File: src/rtl/i2c_irq_pkg.sv
package i2c_irq_pkg;
  localparam int NUM_EV   = 7;
  localparam int DATA_W   = 16;
  localparam int CODE_W   = $clog2(NUM_EV + 1);
  localparam int RSF_BIT  = 11;
  localparam int BUSY_BIT = 12;

  localparam logic [1:0] SEL_STAT = 2'd0;
  localparam logic [1:0] SEL_MASK = 2'd1;
  localparam logic [1:0] SEL_VEC  = 2'd2;

  // flags cleared by writing 1: access ready, stop detected
  localparam logic [NUM_EV-1:0] W1C_BITS     = 7'b010_0100;
  localparam logic [NUM_EV-1:0] MASK_DEFAULT = 7'b010_0111;
endpackage

File: src/rtl/irq_flag_bank.sv
module irq_flag_bank #(
  parameter int N = 7
) (
  input  logic         clk_i,
  input  logic         rst_ni,
  input  logic         en_i,
  input  logic [N-1:0] set_i,
  input  logic [N-1:0] clr_i,
  output logic [N-1:0] flags_o
);
  for (genvar i = 0; i < N; i++) begin : g_flag
    always_ff @(posedge clk_i or negedge rst_ni) begin
      if (!rst_ni)        flags_o[i] <= 1'b0;
      else if (!en_i)     flags_o[i] <= 1'b0;
      else if (set_i[i])  flags_o[i] <= 1'b1;  // set wins over clear
      else if (clr_i[i])  flags_o[i] <= 1'b0;
    end
  end
endmodule

File: src/rtl/irq_prio_enc.sv
module irq_prio_enc #(
  parameter int N      = 7,
  parameter int CODE_W = $clog2(N + 1)
) (
  input  logic [N-1:0]      req_i,
  output logic [CODE_W-1:0] code_o,
  output logic [N-1:0]      hot_o
);
  always_comb begin
    code_o = '0;
    hot_o  = '0;
    for (int i = N - 1; i >= 0; i--) begin
      if (req_i[i]) begin
        code_o = CODE_W'(i + 1);
        hot_o  = '0;
        hot_o[i] = 1'b1;
      end
    end
  end
endmodule

File: src/rtl/i2c_irq_vec.sv
module i2c_irq_vec
  import i2c_irq_pkg::*;
(
  input  logic              clk_i,
  input  logic              rst_ni,
  input  logic              core_en_i,
  input  logic [NUM_EV-1:0] ev_i,
  input  logic              bus_busy_i,
  input  logic              rx_shift_full_i,
  input  logic [1:0]        reg_sel_i,
  input  logic              reg_wr_i,
  input  logic              reg_rd_i,
  input  logic [DATA_W-1:0] reg_wdata_i,
  output logic [DATA_W-1:0] reg_rdata_o,
  output logic              irq_o
);
  logic [NUM_EV-1:0] flags, mask_q, pend, vec_hot, clr;
  logic [CODE_W-1:0] vec_code;
  logic              wr_stat, wr_mask, rd_vec, irq_q;

  assign wr_stat = reg_wr_i && (reg_sel_i == SEL_STAT);
  assign wr_mask = reg_wr_i && (reg_sel_i == SEL_MASK);
  assign rd_vec  = reg_rd_i && (reg_sel_i == SEL_VEC);
  assign pend    = flags & mask_q;

  always_comb begin
    clr = '0;
    if (wr_stat) clr = clr | (reg_wdata_i[NUM_EV-1:0] & W1C_BITS);
    if (rd_vec)  clr = clr | vec_hot;
  end

  irq_flag_bank #(.N(NUM_EV)) u_flags (
    .clk_i   (clk_i),
    .rst_ni  (rst_ni),
    .en_i    (core_en_i),
    .set_i   (ev_i),
    .clr_i   (clr),
    .flags_o (flags)
  );

  irq_prio_enc #(.N(NUM_EV), .CODE_W(CODE_W)) u_enc (
    .req_i  (pend),
    .code_o (vec_code),
    .hot_o  (vec_hot)
  );

  always_ff @(posedge clk_i or negedge rst_ni) begin
    if (!rst_ni) begin
      mask_q <= MASK_DEFAULT;
      irq_q  <= 1'b0;
    end else begin
      if (wr_mask) mask_q <= reg_wdata_i[NUM_EV-1:0];
      irq_q <= |pend;
    end
  end

  assign irq_o = irq_q;

  always_comb begin
    reg_rdata_o = '0;
    unique case (reg_sel_i)
      SEL_STAT: begin
        reg_rdata_o[NUM_EV-1:0] = flags;
        reg_rdata_o[RSF_BIT]    = rx_shift_full_i;
        reg_rdata_o[BUSY_BIT]   = bus_busy_i;
      end
      SEL_MASK: reg_rdata_o[NUM_EV-1:0] = mask_q;
      SEL_VEC:  reg_rdata_o[CODE_W-1:0] = vec_code;
      default:  reg_rdata_o = '0;
    endcase
  end
endmodule

File: config.mk
export PLATFORM = sky130hd
export DESIGN_NAME = i2c_irq_vec
export DESIGN_NICKNAME = d
export VERILOG_FILES = /design/src/rtl/i2c_irq_pkg.sv /design/src/rtl/irq_flag_bank.sv /design/src/rtl/irq_prio_enc.sv /design/src/rtl/i2c_irq_vec.sv
export SDC_FILE = /design/constraint.sdc
export NUM_CORES = 1
export LEC_CHECK = 0
export ABC_AREA = 1
export CORE_ASPECT_RATIO = 0.75
export CORE_MARGIN = 2
export CORE_UTILIZATION = 39
export CTS_CLUSTER_DIAMETER = 120
export DETAILED_ROUTE_END_ITERATION = 12
export GPL_TIMING_DRIVEN = 0
export PLACE_DENSITY_LB_ADDON = 0.08
export SETUP_SLACK_MARGIN = 0.05
export SYNTH_ARGS = -nofsm -noshare
export SYNTH_HDL_FRONTEND = slang
export SYNTH_SLANG_ARGS = --single-unit
export TNS_END_PERCENT = 10
File: constraint.sdc
create_clock -name clk_i -period 1.4 [get_ports clk_i]
set_input_delay 0.28 -clock clk_i [delete_from_list [all_inputs] [get_ports clk_i]]
set_output_delay 0.28 -clock clk_i [all_outputs]
set_load 0.005 [all_outputs]
==> results of run 1 <==
report_power, final:
group	switching, mW	internal [mW]	leakage, nW	total, mW
clock	0.161	0.107	0.0177	0.268
combinational	0.176	0.201	0.593	0.377
sequential	0.0511	0.501	0.178	0.552
cell families after synthesis:
kind of cell | Yosys count | synth area share, %
AOI/OAI and AO/OA | 15 | 9.61
buffers and inverters | 23 | 12.9
DFF | 15 | 40.6
other | 1 | 0.400
and+or+nand+nor | 82 | 36.4
layout make-up:
| class | count | area [µm²] |
|---|---|---|
| inverters | 14 | 52.6 |
| clock inverters | 1 | 5.00 |
| clock buffers | 3 | 22.5 |
| plain buffers | 9 | 68.8 |
| flip-flops and latches | 15 | 380 |
| fillers | 216 | 843 |
| well taps | 34 | 42.5 |
| repair buffers | 44 | 378 |
| multi-input cells | 104 | 497 |
state kept, by name (all words and copies together), names as in the netlist:
register and flops:
mask_q 7, u_flags.flags_o 7, irq_o 1
stage by stage:
stage | power [mW] | setup slack (ns)
after CTS | 1.18 | -0.277
final | 1.20 | -0.273
after global placement | 0.872 | -0.834
after floorplan | 0.709 | 0.160
after global routing | 1.27 | -0.342
after detailed placement | 0.882 | -0.875
cell usage in the layout, fill, tap and decap left out, drive strengths merged:
| cell type | instances |
|---|---|
| nor2 | 16 |
| a22o | 4 |
| nand2 | 44 |
| nand3 | 19 |
| or2 | 1 |
| clkinv | 1 |
| buf | 30 |
| dlygate4sd2 | 1 |
| dfstp | 4 |
| clkdlybuf4s15 | 3 |
| inv | 14 |
| nand4 | 2 |
| clkdlybuf4s50 | 19 |
| dfrtp | 11 |
| o21ai | 3 |
| clkbuf | 3 |
| conb | 7 |
| a21oi | 8 |
path summary, 6_finish.rpt:
path	end	from	slack [ns]	cells after the start
max in group asynchronous	u_flags.flags_o[1]$_DFFE_PN0P_	rst_ni	0.58	1
min reg2reg	mask_q[2]$_DFFE_PN1P_	mask_q[2]$_DFFE_PN1P_	0.48	2
max reg2reg	u_flags.flags_o[2]$_DFFE_PN0P_	mask_q[0]$_DFFE_PN1P_	0.22	7
min	mask_q[2]$_DFFE_PN1P_	reg_wr_i	0.28	3
min in group asynchronous	u_flags.flags_o[2]$_DFFE_PN0P_	rst_ni	0.39	1
max	reg_rdata_o[0]	mask_q[5]$_DFFE_PN1P_	-0.27	6
worst reg2reg max path, cell delays in order, from the launching register on:
cell     delay (ns)
dfstp_2        0.58
nand2_4        0.07
buf_4          0.14
nand2_1        0.05
nor2_1         0.04
nand2_1        0.05
nand3_1        0.06
a21oi_1        0.13
what timing repair did:
item,in CTS,in global routing
gates cloned,0,0
hold buffers,0,0
setup endpoints to repair,10,8
setup buffers,11,2
gates resized for setup,58,1
pin swaps,4,1
per-layer routing:
metal  wire length [µm]  global-route usage (%)
met1               1130                    25.8
met2               1250                    32.5
met3                191                    6.18
met4                 14                    5.22
met5                  0                       0
==> flow_summary.toml, run 1 <==
[floorplanning]
initial_core_util_pct = 40.9
core_um2 = 2290
die_area_um2 = 2820
die_w_um = 60.6
die_h_um = 46.5
rows = 15
ios = 49

[grt]
track_usage_pct = 19.9
grt_pass1_wl_um = 4050
grt_overflow_total = 0
grt_pass1_vias = 919
grt_max_degree = 16
antenna_found_initial = 0

[logic_synthesis]
synth.area.top_cells = "dfrtp_1 29%, nand2_1 18%, dfstp_2 11%, nand3_1 10%, nor2_1 6.0%"
seq_area_frac_synth_pct = 40.6
synth_top_flop_cell = "dfrtp_1"
yosysMostFrequentCell = "nand2_1"
syn_area_um2 = 937
synthArstFlopShare_pct = 100
synth_seq_cells = 15
ys_warn_count = 0
netlist.top_cell.by_area = "dfrtp_1"
ys_top_cells_by_count = "44 x nand2_1, 19 x nand3_1, 15 x nor2_1"
synth_top_area_share_pct = 29.4
netlist_instances = 136
synth_edf_count = 0
synth_area_per_cell_um2 = 6.89
synthDistinctLibCells = 17

[sta]
tightest_slew_ns = 0.686
rsz0062_at_grt = "true"
slew_headroom_pct = 54.1
fin_skew_ns = 0.00255
period_share_pct = 120
holdWs_ns = 0.281
final_hold_viol_count = 0
drv_slew = 0
setup_slack_ns = -0.273
clock.fmax_mhz = 598
setup_viol = 7
setup_tns_ns = -1.02
min_period_ns = 1.67

[clocking]
clkTransAtPathRegs_ns = 0.10
clock_sinks = 15
cts_tree = "done"
cts-buffers-inserted = 3
insertion_delay_ns = 0.30
cts-root-buf = "clkbuf_4"
cts.path.max_buffers = 2
htreeDepth = 1

[final_layout]
stdcell_count = 224
drive_above_1_share_pct = 27.4
syn2layout_area_growth_pct = 54.3
diodes = 0
final_cell_area_um2 = 1450
finalCoreUtilization_pct = 63.2
final_nets = 223

[worst_setup_path]
slowest_stage = "dfstp_2"
worstSetupPathType = "flip-flop to primary output"
worstPathRequired_ns = 1.12
path_cells = "nand2_4 > nand2_2 > nor2_2 > o21ai_1 > nand3_1 > buf_2"
start_kind = "flip-flop"
crit_buf_inv = 1
max_stage_delay_ns = 0.57
cp_top_family = "flip-flops"
path_max_fanout = 5
arrival_ns = 1.39
endpoint_kind = "primary output"

[placement]
dpl.cell_count = 207
gpl.final_weighted_congestion = 0.803
dp_hpwl_um = 1780
port_buffers = 31
placed_cell_area_um2 = 1310

[drt]
routed_wl_um = 2580
vias = 1068
postRouteAntennaNets = 0
dr.pass1.iters = 4
drcViolationCount = 0
drt_iter0_drc = 26
vias_per_cell = 4.77
drt-wirelength-per-cell_um = 11.5

[job]
max-cap-violations = 0

[pwr]
powerDensity_nw_per_um2 = 827
leakage_nw = 0.789
peakVddDrop_mv = 0.636

[status]
violations = "negative setup slack"
status = "finished with violations"

[worst_hold_path]
hold_class = "primary input to flip-flop"
No activity file was read; power rests on OpenSTA's default activity.
==> run 2, diff against run 1 <==
- CAP_MARGIN: default -> 20
==> results of run 2 <==
Same layout as run 1: the final DEF is identical, and so are final timing and power.
